### src/rtl/acc_rf_pkg.sv
package acc_rf_pkg;

   typedef enum logic [1:0] {
      CK_PLAIN = 2'd0,
      CK_DEC   = 2'd1,
      CK_INC   = 2'd2
   } cell_kind_e;

   // Chooses the behaviour of one register slot from its index.
   function automatic cell_kind_e slot_kind(input int idx, input int dec_base,
                                             input int num_dec, input int inc_base,
                                             input int num_inc);
      if (idx >= dec_base && idx < dec_base + num_dec)
         return CK_DEC;
      else if (idx >= inc_base && idx < inc_base + num_inc)
         return CK_INC;
      else
         return CK_PLAIN;
   endfunction

endpackage

### src/rtl/rf_cell.sv
module rf_cell
   import acc_rf_pkg::*;
#(
   parameter int         W    = 8,
   parameter cell_kind_e KIND = CK_PLAIN
) (
   input  logic         clk,
   input  logic         rst,
   input  logic         ld_en,
   input  logic [W-1:0] ld_data,
   input  logic         step,
   input  logic         clr_msb,
   output logic [W-1:0] q
);

   logic [W-1:0] stepped;

   generate
      if (W < 2) begin : g_bad_width
         $error("rf_cell: W must be at least 2");
      end
      if (KIND == CK_DEC) begin : g_dec
         assign stepped = q - W'(1);
      end else begin : g_up
         assign stepped = q + W'(1);
      end
   endgenerate

   always_ff @(posedge clk) begin
      if (rst)
         q <= '0;
      else if (ld_en)
         q <= ld_data;
      else if (step)
         q <= stepped;
      else if (clr_msb)
         q[W-1] <= 1'b0;
   end

   // a load wins over any other command in the same cycle
   p_load_wins_r12: assert property (@(posedge clk) disable iff (rst)
      ld_en |=> q == $past(ld_data));

   // only the top bit is cleared
   p_clear_msb_r7: assert property (@(posedge clk) disable iff (rst)
      (clr_msb && !ld_en && !step) |=> (!q[W-1] && q[W-2:0] == $past(q[W-2:0])));

   // with no command the register holds
   p_hold_r6: assert property (@(posedge clk) disable iff (rst)
      (!ld_en && !step && !clr_msb) |=> $stable(q));

   generate
      if (KIND == CK_DEC) begin : g_chk_dec
         p_dec_step_r4: assert property (@(posedge clk) disable iff (rst)
            (step && !ld_en) |=> q == W'($past(q) - W'(1)));
      end else if (KIND == CK_INC) begin : g_chk_inc
         p_inc_step_r5: assert property (@(posedge clk) disable iff (rst)
            (step && !ld_en) |=> q == W'($past(q) + W'(1)));
      end
   endgenerate

endmodule

### src/rtl/rf_flags.sv
module rf_flags #(
   parameter int W        = 8,
   parameter int DONE_BIT = 7,
   parameter int ZERO_BIT = 0
) (
   input  logic         clk,
   input  logic         rst,
   input  logic         wr_en,
   input  logic         wr_done,
   input  logic         wr_zero,
   input  logic         zero_en,
   input  logic         zero_val,
   input  logic         done_set,
   input  logic         done_clear,
   output logic [W-1:0] q
);

   logic done_q, zero_q;

   generate
      if (DONE_BIT >= W || ZERO_BIT >= W || DONE_BIT == ZERO_BIT) begin : g_bad_bits
         $error("rf_flags: flag bit positions invalid");
      end
   endgenerate

   always_ff @(posedge clk) begin
      if (rst) begin
         done_q <= 1'b0;
         zero_q <= 1'b0;
      end else begin
         if (done_clear)
            done_q <= 1'b0;
         else if (wr_en)
            done_q <= wr_done;
         else if (done_set)
            done_q <= 1'b1;
         if (wr_en)
            zero_q <= wr_zero;
         else if (zero_en)
            zero_q <= zero_val;
      end
   end

   always_comb begin
      q           = '0;
      q[DONE_BIT] = done_q;
      q[ZERO_BIT] = zero_q;
   end

   // unused bits never read as one
   p_pad_zero_r9: assert property (@(posedge clk)
      $countones(q) <= 2 && (q & ~((W'(1) << DONE_BIT) | (W'(1) << ZERO_BIT))) == '0);

   // external clear always wins
   p_done_clear_r11: assert property (@(posedge clk) disable iff (rst)
      done_clear |=> !q[DONE_BIT]);

   // zero flag holds without an update
   p_zero_hold_r10: assert property (@(posedge clk) disable iff (rst)
      (!wr_en && !zero_en) |=> $stable(q[ZERO_BIT]));

endmodule

### src/rtl/acc_regfile.sv
module acc_regfile
   import acc_rf_pkg::*;
#(
   parameter int DATA_W   = 8,
   parameter int ADDR_W   = 4,
   parameter int NUM_GP   = 8,
   parameter int DEC_BASE = 8,
   parameter int NUM_DEC  = 3,
   parameter int INC_BASE = 11,
   parameter int NUM_INC  = 3,
   parameter int LINK_IDX = 14,
   parameter int FLAG_IDX = 15,
   parameter int DONE_BIT = 7,
   parameter int ZERO_BIT = 0,
   localparam int NREGS   = 2 ** ADDR_W,
   localparam int GP_W    = $clog2(NUM_GP)
) (
   input  logic              clk,
   input  logic              rst,
   input  logic [ADDR_W-1:0] rd_idx,
   output logic [DATA_W-1:0] rd_data,
   output logic [DATA_W-1:0] acc_q,
   input  logic              wr_en,
   input  logic [ADDR_W-1:0] wr_idx,
   input  logic [DATA_W-1:0] wr_data,
   input  logic              step_en,
   input  logic [ADDR_W-1:0] step_idx,
   input  logic              clrb_en,
   input  logic [GP_W-1:0]   clrb_idx,
   input  logic              zero_upd_en,
   input  logic              zero_val,
   input  logic              link_en,
   input  logic [DATA_W-1:0] link_data,
   input  logic              done_set,
   input  logic              done_clear
);

   logic [DATA_W-1:0] regs [NREGS];

   generate
      if (NUM_GP > DEC_BASE || DEC_BASE + NUM_DEC > INC_BASE ||
          INC_BASE + NUM_INC > NREGS || LINK_IDX >= NREGS || FLAG_IDX >= NREGS ||
          LINK_IDX == FLAG_IDX || NUM_GP < 2) begin : g_bad_map
         $error("acc_regfile: register map parameters inconsistent");
      end
   endgenerate

   generate
      for (genvar i = 0; i < NREGS; i++) begin : g_slot
         if (i == FLAG_IDX) begin : g_flags
            logic flag_wr;
            assign flag_wr = wr_en && (wr_idx == ADDR_W'(i));
            rf_flags #(
               .W        (DATA_W),
               .DONE_BIT (DONE_BIT),
               .ZERO_BIT (ZERO_BIT)
            ) u_flags (
               .clk        (clk),
               .rst        (rst),
               .wr_en      (flag_wr),
               .wr_done    (wr_data[DONE_BIT]),
               .wr_zero    (wr_data[ZERO_BIT]),
               .zero_en    (zero_upd_en),
               .zero_val   (zero_val),
               .done_set   (done_set),
               .done_clear (done_clear),
               .q          (regs[i])
            );
         end else begin : g_reg
            localparam cell_kind_e KIND = slot_kind(i, DEC_BASE, NUM_DEC, INC_BASE, NUM_INC);
            logic              wr_hit, ld, stp, clr;
            logic [DATA_W-1:0] ld_val;

            assign wr_hit = wr_en && (wr_idx == ADDR_W'(i));

            if (i == LINK_IDX) begin : g_link
               assign ld     = wr_hit || link_en;
               assign ld_val = wr_hit ? wr_data : link_data;
            end else begin : g_nolink
               assign ld     = wr_hit;
               assign ld_val = wr_data;
            end

            if (KIND != CK_PLAIN) begin : g_step
               assign stp = step_en && (step_idx == ADDR_W'(i));
            end else begin : g_nostep
               assign stp = 1'b0;
            end

            if (i < NUM_GP) begin : g_clr
               assign clr = clrb_en && (clrb_idx == GP_W'(i));
            end else begin : g_noclr
               assign clr = 1'b0;
            end

            rf_cell #(
               .W    (DATA_W),
               .KIND (KIND)
            ) u_cell (
               .clk     (clk),
               .rst     (rst),
               .ld_en   (ld),
               .ld_data (ld_val),
               .step    (stp),
               .clr_msb (clr),
               .q       (regs[i])
            );
         end
      end
   endgenerate

   assign rd_data = regs[rd_idx];
   assign acc_q   = regs[0];

   // a step aimed at the link slot leaves it alone
   p_step_link_r6: assert property (@(posedge clk) disable iff (rst)
      (step_en && step_idx == ADDR_W'(LINK_IDX) && !link_en &&
       !(wr_en && wr_idx == ADDR_W'(LINK_IDX))) |=> $stable(regs[LINK_IDX]));

   // link write lands in the link slot when the write port is elsewhere
   p_link_load_r8: assert property (@(posedge clk) disable iff (rst)
      (link_en && !(wr_en && wr_idx == ADDR_W'(LINK_IDX))) |=> regs[LINK_IDX] == $past(link_data));

   // everything reads zero after reset
   p_reset_acc_r1: assert property (@(posedge clk)
      $past(rst) |-> acc_q == '0);

endmodule

### config.mk
export PLATFORM = sky130hd
export DESIGN_NAME = acc_regfile
export DESIGN_NICKNAME = d
export VERILOG_FILES = /design/src/rtl/acc_rf_pkg.sv /design/src/rtl/rf_cell.sv /design/src/rtl/rf_flags.sv /design/src/rtl/acc_regfile.sv
export SDC_FILE = /design/constraint.sdc
export NUM_CORES = 1
export LEC_CHECK = 0
export BUFFER_PORTS_ARGS = -buffer_cell sky130_fd_sc_hd__buf_2
export CELL_PAD_IN_SITES_DETAIL_PLACEMENT = 0
export CELL_PAD_IN_SITES_GLOBAL_PLACEMENT = 1
export CORE_UTILIZATION = 45
export DETAILED_ROUTE_END_ITERATION = 7
export PLACE_DENSITY_LB_ADDON = 0.08
export SYNTH_ARGS = -nofsm -noshare
export SYNTH_HDL_FRONTEND = slang
export SYNTH_SLANG_ARGS = --single-unit
### constraint.sdc
create_clock -name clk -period 4 [get_ports clk]
set_input_delay 0.2 -clock clk [delete_from_list [all_inputs] [get_ports clk]]
set_output_delay 0.2 -clock clk [all_outputs]
set_load 0.05 [all_outputs]
# After elaboration in Yosys (flattened, before gate mapping)
# Index checks and enable logic that the tools add are counted.
[op_classes]
addsub = 6
bitwise = 1
magnitude_cmp = 1
n_reduce_logical = 50
eq_ne = 28
n_mux = 42
[ops]
columns = ["operator", "n"]
rows = [
  ["two-way mux 8 bit", 17],
  ["== test 4 bit (second input constant)", 14],
  ["two-way mux 7 bit", 6],
  ["binary-select mux 8 bit (select 4 bit)", 1],
  ["nonzero test 2 bit", 16],
  ["logical AND 1 bit", 30],
  ["adder 8 x 1 -> 8 bit (second input constant)", 3],
  ["subtractor 8 x 1 -> 8 bit (second input constant)", 3],
  ["two-way mux 1 bit", 18],
  ["== test 4 x 3 -> 1 bit (second input constant)", 4],
  ["== test 3 bit (second input constant)", 4],
  ["== test 4 x 2 -> 1 bit (second input constant)", 2],
  ["== test 3 x 2 -> 1 bit (second input constant)", 2],
  ["greater-or-equal comparator 5 bit (second input constant)", 1],
  ["inverter 4 -> 5 bit", 1],
  ["== test 4 x 1 -> 1 bit (second input constant)", 1],
  ["logical NOT 4 bit", 1],
  ["== test 3 x 1 -> 1 bit (second input constant)", 1],
  ["logical NOT 3 bit", 1],
  ["OR reduction 2 bit", 1],
  ["logical OR 1 bit", 1],
]
[totals]
reg_bits = 122
out_inout_bits = 16
inputBits = 41
elab_cells = 153

# Logic depth before layout (Yosys ltp)
[logic_depth]
word_depth = 4
depth_mapped = 6
ltp_nobuf = 6

# Modules after synthesis
# A second synthesis with hierarchy kept.
[hier_totals]
hier_cells = 977
hier_area_um2 = 8627.0
[modules_own_cells]
columns = ["mod", "area_per_inst_um2", "seq_area_each_um2", "n_inst", "cells_per_inst"]
rows = [
  ["rf_cell (g_slot[0].g_reg.u_cell ...)", 466.7, 160.2, 12, 55],
  ["rf_cell (g_slot[10].g_reg.u_cell ...)", 499.2, 160.2, 3, 56],
  ["acc_regfile", 1378.8, 0.0, 1, 131],
  ["rf_flags", 150.1, 40.0, 1, 18],
]

# Least setup slack after synthesis
# No wires, ideal clock.
[synth_timing]
path_kind = "register to output"
from = "register g_slot[0].g_reg.u_cell.q[0]"
to = "output port rd_data[0]"
t_arrival_ns = 1.881
path_buffers = 0
slack_ns = 1.919
required_time_ns = 3.800
path_stages_with_launch = 5
cell_sequence = "dfxtp_1 -> mux4_2 -> nor2b_1 -> a211oi_1 -> a21oi_1"
[synth_between]
elab_chain_cells = 3
[synth_rtl]
columns = ["element", "line_no", "rtl"]
rows = [
  ["start, declared", "rf_cell.sv:13", "output logic [W-1:0] q"],
  ["start signal, assigned", "rf_cell.sv:33", "q <= ld_data;"],
  ["start signal, assigned", "rf_cell.sv:35", "q <= stepped;"],
  ["binary-select mux 8 bit (select 4 bit)", "acc_regfile.sv:112", "assign rd_data = regs[rd_idx];"],
  ["two-way mux 8 bit (implied by the code) (2 in a row)", "acc_regfile.sv:112", ""],
  ["end, declared", "acc_regfile.sv:21", "output logic [DATA_W-1:0] rd_data,"],
]
# Every way passes these cells. The select of a mux whose other input is x is not followed.

# Worst setup path in the final report
[layout_timing]
from = "input port rd_idx[0]"
to = "output port rd_data[4]"
[layout_between]
elab_chain_cells = 4
[layout_rtl]
columns = ["element", "line_no", "rtl"]
rows = [
  ["start, declared", "acc_regfile.sv:20", "input logic [ADDR_W-1:0] rd_idx,"],
  ["inverter 4 -> 5 bit (implied by the code)", "acc_regfile.sv:112", ""],
  ["binary-select mux 8 bit (select 4 bit)", "acc_regfile.sv:112", ""],
  ["two-way mux 8 bit (implied by the code) (2 in a row)", "acc_regfile.sv:112", ""],
]
# Every way passes these cells. The select of a mux whose other input is x is not followed.

==> out/results.ini <==
[clock_network]
clockBufferDepth=2
cts_sinks=122
htreeDepth=4
cts_tree=built
root_buffer=clkbuf_16
clk_pin_slew_ps=60
clk_latency_ps=420
postCtsSetupBuffers=0
cts_buffers=17

[layout]
layout-drive-gt1-share_pct=16.5
layout.nets=828
antenna_cells=0
area_growth_pct=13.0
nFillCells=1388

[timing]
fin_skew_ps=6.52
period_share_pct=63.2
rsz0062_at_grt=no
setup_viol=0
slew_violations=0
hold_violations=0
tightest_slew_ps=1200
fmax_mhz=396
fin_setup_tns_ps=0
slew_headroom_pct=19.9
period_needed_ps=2530

[logic_synthesis]
synth-simple-area-share_pct=21.7
synthTopCellsByArea=dfxtp_1, mux2i_1, mux4_2
synthMuxAreaShare_pct=13.5
ys_seq_elements=122
synth_top_cell_by_area=dfxtp_1
synth_edf_count=0
ys_seq_area_share_pct=36.5
synth_cell_type_count=53
synth_fa_ha_area_share_pct=1.12
yosys_warnings=0
syn-cell-area_sq_um=6690
synth_top_family_by_area=simple AND/OR/NAND/NOR gates
yosysTopAreaCellShare_pct=36.5
synth_xor_area_share_pct=5.50
syn-instance-count=764
synth-compound-area-share_pct=16.6
ys.flop_type=dfxtp_1
synthesis.nets=811
syn_avg_cell_area_sq_um=8.75
ys_async_sr_fraction_pct=0

[placement]
portBuffers=56
hpwl_microns=14300
gp_congestion=0.871

[setup_path]
worstPathCellList=buf_2 -> mux2i_1 -> a221oi_1 -> a21o_1 -> a221o_1 -> buf_2
path_delay_family=buffers and inverters
slowest_stage=buf_2
critPathMaxStageDelay_ps=710
worstSetupPathType=primary input to output port
crit_required_ps=3800
cp_data_arrival_time_ps=2330
end_kind=output port
cp_num_buf_inv=2
cp_common_cell=buf_2
crit_fanout=35
crit_path_start_kind=primary input

[grt]
grt_pass1_vias=5383
grt_pass1_wl_microns=31600
grt_max_degree=104
track_usage_pct=28.3
antenna_found_initial=0
grt_remaining_overflow=0

[run_status]
status=finished, violations left
failed_checks=DRC

[route]
wire_per_inst_microns=21.1
routed_wl_microns=20600
vias=5868
drc_errors=1
met2_wirelength_microns=9510
drt-pass1-iter-count=6
wl_met1_microns=9810
maxUsedRoutingLayer=met4
postRouteAntennaNets=0
wl_met3_microns=928
avgViaCountPerCell=6.00
drt-initial-drc-count=501

[min_path]
hp-class=primary input to register

[pwr]
power_density_nw_per_um2=412
p_leak_nw=2.71
max-vdd-ir-drop_mv=0.276
totalPowerFinal_mw=3.11

[floorplanning]
die_h_microns=124
die_area_sq_um=15300
floorplan.initialDensity_pct=46.0
rows=44
die_w_microns=124
core-area_sq_um=14500
ioPinCount=57

[flow_run]
max_cap_violations=0

## metrics by stage
stage / util, % / setup slack [ps] / cell area (sq um) / std cells / hold slack, ps
final: 52.0 / 1470 / 7550 / 978 / 84.6
after global routing: 52.0 / 1340 / 7550 / 978 / 119
after CTS: 51.9 / 1470 / 7540 / 977 / 10.5
after detailed placement: 47.9 / 1470 / 6960 / 945 / 449
after global placement: 47.9 / 1430 / 6960 / 945 / 444
after floorplan: - / 1920 / 6690 / 764 / 283
## per-layer routing
layer	GRT usage [%]	up-vias
met4	8.58	0
met5	0	-
met2	44.0	138
met1	39.1	2904
li1	-	2801
met3	6.04	25
## path summary, 6_finish.rpt
check	from	end	slack, ps	cells past startpoint
setup / recovery	rd_idx[0]	rd_data[4]	1470	6
hold / removal	done_set	g_slot[15].g_flags.u_flags.done_q	80	3
setup reg to reg	g_slot[8].g_reg.u_cell.q[0]	g_slot[8].g_reg.u_cell.q[6]	2300	6
hold reg to reg	g_slot[1].g_reg.u_cell.q[1]	g_slot[1].g_reg.u_cell.q[1]	470	2
## power breakdown
part | internal [mW] | switching, mW | total (mW)
sequential | 1.25 | 0.0355 | 1.28
clock | 0.917 | 0.593 | 1.51
combinational | 0.112 | 0.210 | 0.323
## flip-flops by register name (all words and copies together) (netlist names)
register	cells
g_slot.g_reg.u_cell.q	120
g_slot.g_flags.u_flags.done_q	1
g_slot.g_flags.u_flags.zero_q	1
## cells by family after synthesis
family	Yosys count
AO/OA/AOI/OAI	166
multiplexers	65
flip-flops	122
buffers and inverters	79
adder cells (fa/ha/maj)	6
AND/OR/NAND/NOR	284
XOR/XNOR	42
## final cells by class
type | instances | area (sq um) | share of cell area (%)
multi-input combinational | 563 | 3910 | 51.8
sequential | 122 | 2440 | 32.3
clock buffer | 18 | 429 | 5.68
timing repair buffer | 63 | 338 | 4.47
tap | 184 | 230 | 3.05
clock inverter | 14 | 150 | 1.99
inverter | 14 | 52.6 | 0.696
## cell usage after synthesis, types with 2 or more instances
cell       instances
clkbuf_1          34
mux2i_1           45
xor2_1            13
nand4bb_1          2
a21oi_1           53
and3b_1            2
nor2_1            92
and4b_1            2
mux4_2            19
buf_2             26
ha_1               6
a221oi_1           6
nand3b_1           3
o2bb2ai_1          6
nand2_1           71
nor2b_1           14
xnor2_1           29
a221o_1            6
o211ai_1           3
a31oi_1            4
buf_1              4
nor4_2             6
a311oi_1           3
inv_1             14
o21ai_0           24
a211oi_1          48
a211oi_2           5
nand4_1           12
dfxtp_1          122
nand3_1           43
and3_1             3
nor3_1            11
nand2b_1           6
nor4_1             3
a21o_1             6
## worst register-to-register path: stages, from the launching register on
cell and delay [ps]:
dfxtp_1 350, inv_1 80, ha_1 180, or4b_1 450, nor4_2 210, xnor2_1 170, a211oi_2 90
## what timing repair did
action                     4_1_cts  5_1_grt
setup endpoints to repair        0        0
hold endpoints to repair         0        1
resized for setup                0        0
hold buffers                     0        1
## cell usage in the layout, fill, tap and decap left out, types with 6 or more instances in the layout
cell type	synthesis	routed
a211oi_1	48	48
a21o_1	6	6
a21oi_1	53	53
a221o_1	6	6
a221oi_1	6	6
buf_2	26	55
buf_4	1	7
clkbuf_16	0	17
clkinvlp_4	0	6
dfxtp_1	122	122
ha_1	6	6
inv_1	14	14
mux2i_1	45	45
mux4_2	19	19
nand2_1	71	71
nand2b_1	6	6
nand3_1	43	43
nand4_1	12	12
nor2_1	92	92
nor2b_1	14	14
nor3_1	11	11
nor4_2	6	6
o21ai_0	24	24
o2bb2ai_1	6	6
xnor2_1	29	29
xor2_1	13	13
Note: power is estimated with default switching activity, not from simulation.
